===== src/rtl/spwm_pkg.sv =====
package spwm_pkg;
  parameter int SCALE_W = 4;

  localparam int CFG_ZC_BIT  = 9;
  localparam int CFG_RUN_BIT = 12;
  // bits kept by the configuration word: scale, 8, 9, 10, 12, 13, 16, 24, 28
  localparam logic [31:0] CFG_KEEP_MASK = 32'h1101_370F;

  localparam int OFF_CFG      = 'h00;
  localparam int OFF_CNT      = 'h08;
  localparam int OFF_SCALED   = 'h10;
  localparam int OFF_CMP_BASE = 'h20;
  localparam int CMP_STRIDE   = 4;

  typedef struct packed {
    logic               cntLoad;
    logic               run;
    logic               zeroCmp;
    logic [SCALE_W-1:0] scale;
  } dpStrobe_t;
endpackage


===== src/rtl/spwm_ctrl.sv =====
module spwm_ctrl
  import spwm_pkg::*;
#(
  parameter int NUM_CH = 4,
  parameter int CMP_W  = 16,
  parameter int CNT_W  = 31,
  parameter int ADDR_W = 8,
  parameter int DATA_W = 32
) (
  input  logic                    clk,
  input  logic                    rstN,
  input  logic [ADDR_W-1:0]       busAddr,
  input  logic                    busWrEn,
  input  logic [DATA_W-1:0]       busWrData,
  output logic [DATA_W-1:0]       busRdData,
  input  logic [CNT_W-1:0]        cntVal,
  input  logic [CMP_W-1:0]        scaledVal,
  output dpStrobe_t               strobes,
  output logic [NUM_CH*CMP_W-1:0] cmpFlat
);
  localparam logic [ADDR_W-1:0] A_CFG    = ADDR_W'(OFF_CFG);
  localparam logic [ADDR_W-1:0] A_CNT    = ADDR_W'(OFF_CNT);
  localparam logic [ADDR_W-1:0] A_SCALED = ADDR_W'(OFF_SCALED);

  logic [DATA_W-1:0] cfgReg;
  logic [CMP_W-1:0]  cmpReg [NUM_CH];

  always_ff @(posedge clk) begin
    if (!rstN) begin
      cfgReg <= '0;
    end else if (busWrEn && busAddr == A_CFG) begin
      cfgReg <= busWrData & DATA_W'(CFG_KEEP_MASK);
    end
  end

  for (genvar i = 0; i < NUM_CH; i++) begin : g_cmp
    localparam logic [ADDR_W-1:0] A_CMP = ADDR_W'(OFF_CMP_BASE + CMP_STRIDE * i);
    always_ff @(posedge clk) begin
      if (!rstN) begin
        cmpReg[i] <= '0;
      end else if (busWrEn && busAddr == A_CMP) begin
        cmpReg[i] <= busWrData[CMP_W-1:0];
      end
    end
    assign cmpFlat[i*CMP_W +: CMP_W] = cmpReg[i];
  end

  always_comb begin
    busRdData = '0;
    if (busAddr == A_CFG)    busRdData = cfgReg;
    if (busAddr == A_CNT)    busRdData = DATA_W'(cntVal);
    if (busAddr == A_SCALED) busRdData = DATA_W'(scaledVal);
    for (int i = 0; i < NUM_CH; i++) begin
      if (busAddr == ADDR_W'(OFF_CMP_BASE + CMP_STRIDE * i)) begin
        busRdData = DATA_W'(cmpReg[i]);
      end
    end
  end

  always_comb begin
    strobes.cntLoad = busWrEn && (busAddr == A_CNT);
    strobes.run     = cfgReg[CFG_RUN_BIT];
    strobes.zeroCmp = cfgReg[CFG_ZC_BIT];
    strobes.scale   = cfgReg[SCALE_W-1:0];
  end
endmodule


===== src/rtl/spwm_datapath.sv =====
module spwm_datapath
  import spwm_pkg::*;
#(
  parameter int NUM_CH = 4,
  parameter int CMP_W  = 16,
  parameter int CNT_W  = 31
) (
  input  logic                    clk,
  input  logic                    rstN,
  input  dpStrobe_t               strobes,
  input  logic [CNT_W-1:0]        loadVal,
  input  logic [NUM_CH*CMP_W-1:0] cmpFlat,
  output logic [CNT_W-1:0]        cntVal,
  output logic [CMP_W-1:0]        scaledVal,
  output logic [NUM_CH-1:0]       pwmOutN
);
  localparam logic [CNT_W-1:0] CNT_ONE = CNT_W'(1);

  logic [CNT_W-1:0] shifted;
  logic             restartHit;

  // window counter[scale+CMP_W-1:scale]
  assign shifted    = cntVal >> strobes.scale;
  assign scaledVal  = shifted[CMP_W-1:0];
  assign restartHit = strobes.zeroCmp && (scaledVal == cmpFlat[CMP_W-1:0]);

  always_ff @(posedge clk) begin
    if (!rstN) begin
      cntVal <= '0;
    end else if (strobes.cntLoad) begin
      cntVal <= loadVal;
    end else if (strobes.run) begin
      cntVal <= restartHit ? '0 : cntVal + CNT_ONE;
    end
  end

  for (genvar i = 0; i < NUM_CH; i++) begin : g_chan
    // low while the scaled count is under the threshold
    assign pwmOutN[i] = !(scaledVal < cmpFlat[i*CMP_W +: CMP_W]);
  end
endmodule


===== src/rtl/scaled_pwm_top.sv =====
module scaled_pwm_top
  import spwm_pkg::*;
#(
  parameter int NUM_CH = 4,
  parameter int CMP_W  = 16,
  parameter int CNT_W  = 31,
  parameter int ADDR_W = 8,
  parameter int DATA_W = 32
) (
  input  logic              clk,
  input  logic              rstN,
  input  logic [ADDR_W-1:0] busAddr,
  input  logic              busWrEn,
  input  logic [DATA_W-1:0] busWrData,
  output logic [DATA_W-1:0] busRdData,
  output logic [NUM_CH-1:0] pwmOutN
);
  dpStrobe_t               strobes;
  logic [CNT_W-1:0]        cntVal;
  logic [CMP_W-1:0]        scaledVal;
  logic [NUM_CH*CMP_W-1:0] cmpFlat;

  spwm_ctrl #(
    .NUM_CH(NUM_CH), .CMP_W(CMP_W), .CNT_W(CNT_W), .ADDR_W(ADDR_W), .DATA_W(DATA_W)
  ) u_ctrl (
    .clk(clk), .rstN(rstN), .busAddr(busAddr), .busWrEn(busWrEn),
    .busWrData(busWrData), .busRdData(busRdData), .cntVal(cntVal),
    .scaledVal(scaledVal), .strobes(strobes), .cmpFlat(cmpFlat)
  );

  spwm_datapath #(
    .NUM_CH(NUM_CH), .CMP_W(CMP_W), .CNT_W(CNT_W)
  ) u_dp (
    .clk(clk), .rstN(rstN), .strobes(strobes), .loadVal(busWrData[CNT_W-1:0]),
    .cmpFlat(cmpFlat), .cntVal(cntVal), .scaledVal(scaledVal), .pwmOutN(pwmOutN)
  );
endmodule


===== config.mk =====
export PLATFORM = sky130hd
export DESIGN_NAME = scaled_pwm_top
export DESIGN_NICKNAME = d
export VERILOG_FILES = /design/src/rtl/spwm_pkg.sv /design/src/rtl/spwm_ctrl.sv /design/src/rtl/spwm_datapath.sv /design/src/rtl/scaled_pwm_top.sv
export SDC_FILE = /design/constraint.sdc
export NUM_CORES = 1
export LEC_CHECK = 0
export BUFFER_PORTS_ARGS = -buffer_cell sky130_fd_sc_hd__buf_2
export CAP_MARGIN = 5
export CORE_ASPECT_RATIO = 1.4
export CORE_MARGIN = 4
export CORE_UTILIZATION = 60
export CTS_BUF_LIST = sky130_fd_sc_hd__clkbuf_4
export DETAILED_ROUTE_END_ITERATION = 8
export PLACE_DENSITY = 0.85
export SETUP_SLACK_MARGIN = 0.02
export SYNTH_ARGS = -nofsm -noshare
export SYNTH_HDL_FRONTEND = slang
export SYNTH_SLANG_ARGS = --single-unit

===== constraint.sdc =====
create_clock -name clk -period 4.2 [get_ports clk]
set_input_delay 1.05 -clock clk [delete_from_list [all_inputs] [get_ports clk]]
set_output_delay 1.05 -clock clk [all_outputs]
set_load 0.02 [all_outputs]

==> reports/metrics.yaml <==
status: "complete, but fails checks"
violations: "setup timing"
top_level_ports: 79
worstHoldPathType: "reg -> reg"
critPathArrivalTime_ns: 3.47
maxCapViolCount: 0
rows: 50
start_util: 0.620
cp-start-kind: "flop"
syn-num-nets: 1043
grt.overflow.total: 0
dr_total_vias: 8163
cts_root_buf: "clkbuf_4"
ys.flop_type: "edfxtp_1"
p_int_uw: 1390
synth-xor-area-share: 0.0230
critPathKind: "reg -> out"
avgSynthCellArea_um2: 8.93
final_common_cell: "nand2_1"
fp.dieW_um: 108
drc: 0
ys_types: 67
synth_compound_area_frac: 0.161
fin_crit_sh: 1.08
ys_async_sr_fraction: 0
grt_max_degree: 38
r2r_cells: 13
crit_chain: "buf_12 -> buf_4 -> mux4_2 -> mux2_4 -> nor2_4 -> nor2_2 -> buf_6 -> ha_4 -> nand4_1 -> a211oi_2 -> nor3_2 -> o31ai_1 -> buf_2"
finalCriticalPeriod_ns: 4.52
htreeDepth: 3
switchingPower_uw: 592
portBuffers: 76
drtPass1Iterations: 9
ys_seq_area_frac: 0.332
final_antenna_net_count: 0
core-area_um2: 13500
antenna_found_initial: 1
synth_cells: 938
relSlewSlack: 0.355
ir_worst_vdd_v: 0.000154
hpwl_um: 20600
drive_gt1_frac: 0.261
grt_pass1_vias: 8193
yosys_warnings: 0
wire_per_inst_um: 23.4
worstMarginPinSlew_ns: 0.964
clock_skew_ns: 0.0333
hold_slack_ns: 0.472
clkPwrFrac: 0.289
ctsLongestPathBuffers: 2
power_frac_comb: 0.120
max_freq_ghz: 0.221
clk_pin_slew_ns: 0.20
syn_area_um2: 8380
via_per_inst: 6.63
cts_buffers: 9
min_path_cells: 2
drtIter0Drc: 911
grt_pass1_wl_um: 44300
final_cell_mix: "nand2_1 (86), and2_1 (79), buf_2 (73), buf_4 (73), inv_1 (67)"
synth_seq_cells: 107
setup_viol: 4
crit_slowest_cell: "mux4_2"
fin_ws_ns: -0.321
power_density_nw_per_um2: 200
grt_use_total: 0.363
p_seq_frac: 0.591
synth-simple-area-share: 0.212
cts_sinks: 107
cp-end-kind: "primary output"
synth_top_family_by_area: "simple AND/OR/NAND/NOR gates"
p_leak_uw: 0.00418
drv_slew: 0
cts_tree: "yes"
hold_buffers: 0
crit_fanout: 6
swShare: 0.298
syn_to_final_growth_pct: 18.8
gp_congestion: 1.02
synth_adder_area_share: 0.0926
die_h_um: 148
fin_nets: 1148
insertion_delay_ns: 0.50
synth_edf_count: 64
wirelength_um: 28800
crit_required_ns: 3.15
synth_mux_area_frac: 0.115
dieArea_um2: 15900
tns_ns: -1.16
rsz0062_at_grt: "yes"
fillCellCount: 1009
hold_violations: 0
cpPeakStageDelay_ns: 0.50
==> stage by stage <==
step | setup slack [ns] | cell area (um^2) | total power, uW | utilization | instances
floorplan | 0.182 | 8380 | 1320 | - | 938
detailed placement | -0.0155 | 9230 | 1420 | 0.683 | 1195
finish | -0.321 | 9950 | 1990 | 0.736 | 1231
CTS | -0.300 | 9760 | 1960 | 0.722 | 1225
global route | -0.456 | 9950 | 2050 | 0.736 | 1231
global placement | 0.0511 | 9230 | 1410 | 0.683 | 1195
==> state kept, by name, summed over array words and instances, names as in the netlist <==
| name | cells |
|---|---|
| u_dp.cntVal | 31 |
| u_ctrl.cmpReg | 64 |
| u_ctrl.cfgReg | 12 |
==> power groups by stage <==
stage	Sequential, uW	Clock, uW	Combinational, uW
after floorplan	1190	0	130
after global placement	1200	0	216
after detailed placement	1200	0	221
after CTS	1170	563	227
after global routing	1180	611	259
final	1170	573	239
==> layer usage <==
metal  wire length (um)  global-route usage
met1               9460               0.405
met2              13900               0.613
met3               2720              0.0655
met4               2730               0.264
met5                  0                   0
==> synth_stat cells (all sizes together), types with 3 or more instances <==
library cell	instances	area [um^2]
a211oi	8	60.1
a21o	13	97.6
a21oi	55	275
a222oi	4	40.0
a22o	3	26.3
a22oi	13	97.6
a31oi	7	43.8
and2	79	494
and3	14	87.6
and4	6	52.6
buf	21	108
clkbuf	43	161
dfxtp	43	861
edfxtp	64	1920
ha	62	776
inv	68	255
mux2	7	78.8
mux2i	28	280
mux4	27	608
nand2	86	323
nand2b	4	25.0
nand3	38	190
nand4	18	113
nor2	53	199
nor2b	10	62.6
nor3	15	80.1
nor4	7	92.6
o211ai	8	60.1
o21ai	65	329
o221ai	6	52.6
o22ai	7	43.8
or2	4	25.0
xnor2	5	43.8
xor2	17	149
==> critical path, delay by kind of cell (launching register included) <==
| kind | cells | cell delay [ns] |
|---|---|---|
| and+or+nand+nor | 4 | 0.36 |
| DFF | 1 | 0.42 |
| muxes | 2 | 0.81 |
| adders and majority gates | 1 | 0.26 |
| AOI/OAI and AO/OA | 2 | 0.51 |
| buffers and inverters | 4 | 0.58 |
==> logic make-up (layout without fill, tap and decap cells) <==
group                      after synthesis  count (layout)
other                                    1               2
muxes                                   62              62
buffers and inverters                  133             243
xor gates and xnor gates                22              22
and+or+nand+nor                        338             338
DFF                                    107             107
adders and majority gates               62              62
AOI/OAI and AO/OA                      213             213
==> final cells by class <==
cell class                 instances  area [um^2]  area share
tap                              182          228      0.0229
sequential                       107         2790       0.280
antenna                            1         2.50    0.000251
inverter                          69          259      0.0260
timing repair buffer             158         1140       0.114
clock inverter                     7         75.1     0.00754
multi-input combinational        698         5390       0.542
clock buffer                       9         67.6     0.00679
==> worst paths after layout <==
check / from / end / slack, ns
worst max-delay path: u_ctrl.cfgReg[1] / pwmOutN[2] / -0.32
worst min register to register: u_ctrl.cfgReg[16] / u_ctrl.cfgReg[16] / 0.47
worst min-delay path: u_ctrl.cfgReg[16] / u_ctrl.cfgReg[16] / 0.47
worst max register to register: u_ctrl.cfgReg[0] / u_dp.cntVal[3] / 0.46
==> repair_timing <==
item,CTS,global route
resized for setup,53,35
endpoints found under the hold margin,0,0
pin swaps,29,21
setup buffers,10,7
gates cloned,4,0
setup endpoints to repair,4,7
Power figures use the tool's default switching activity.
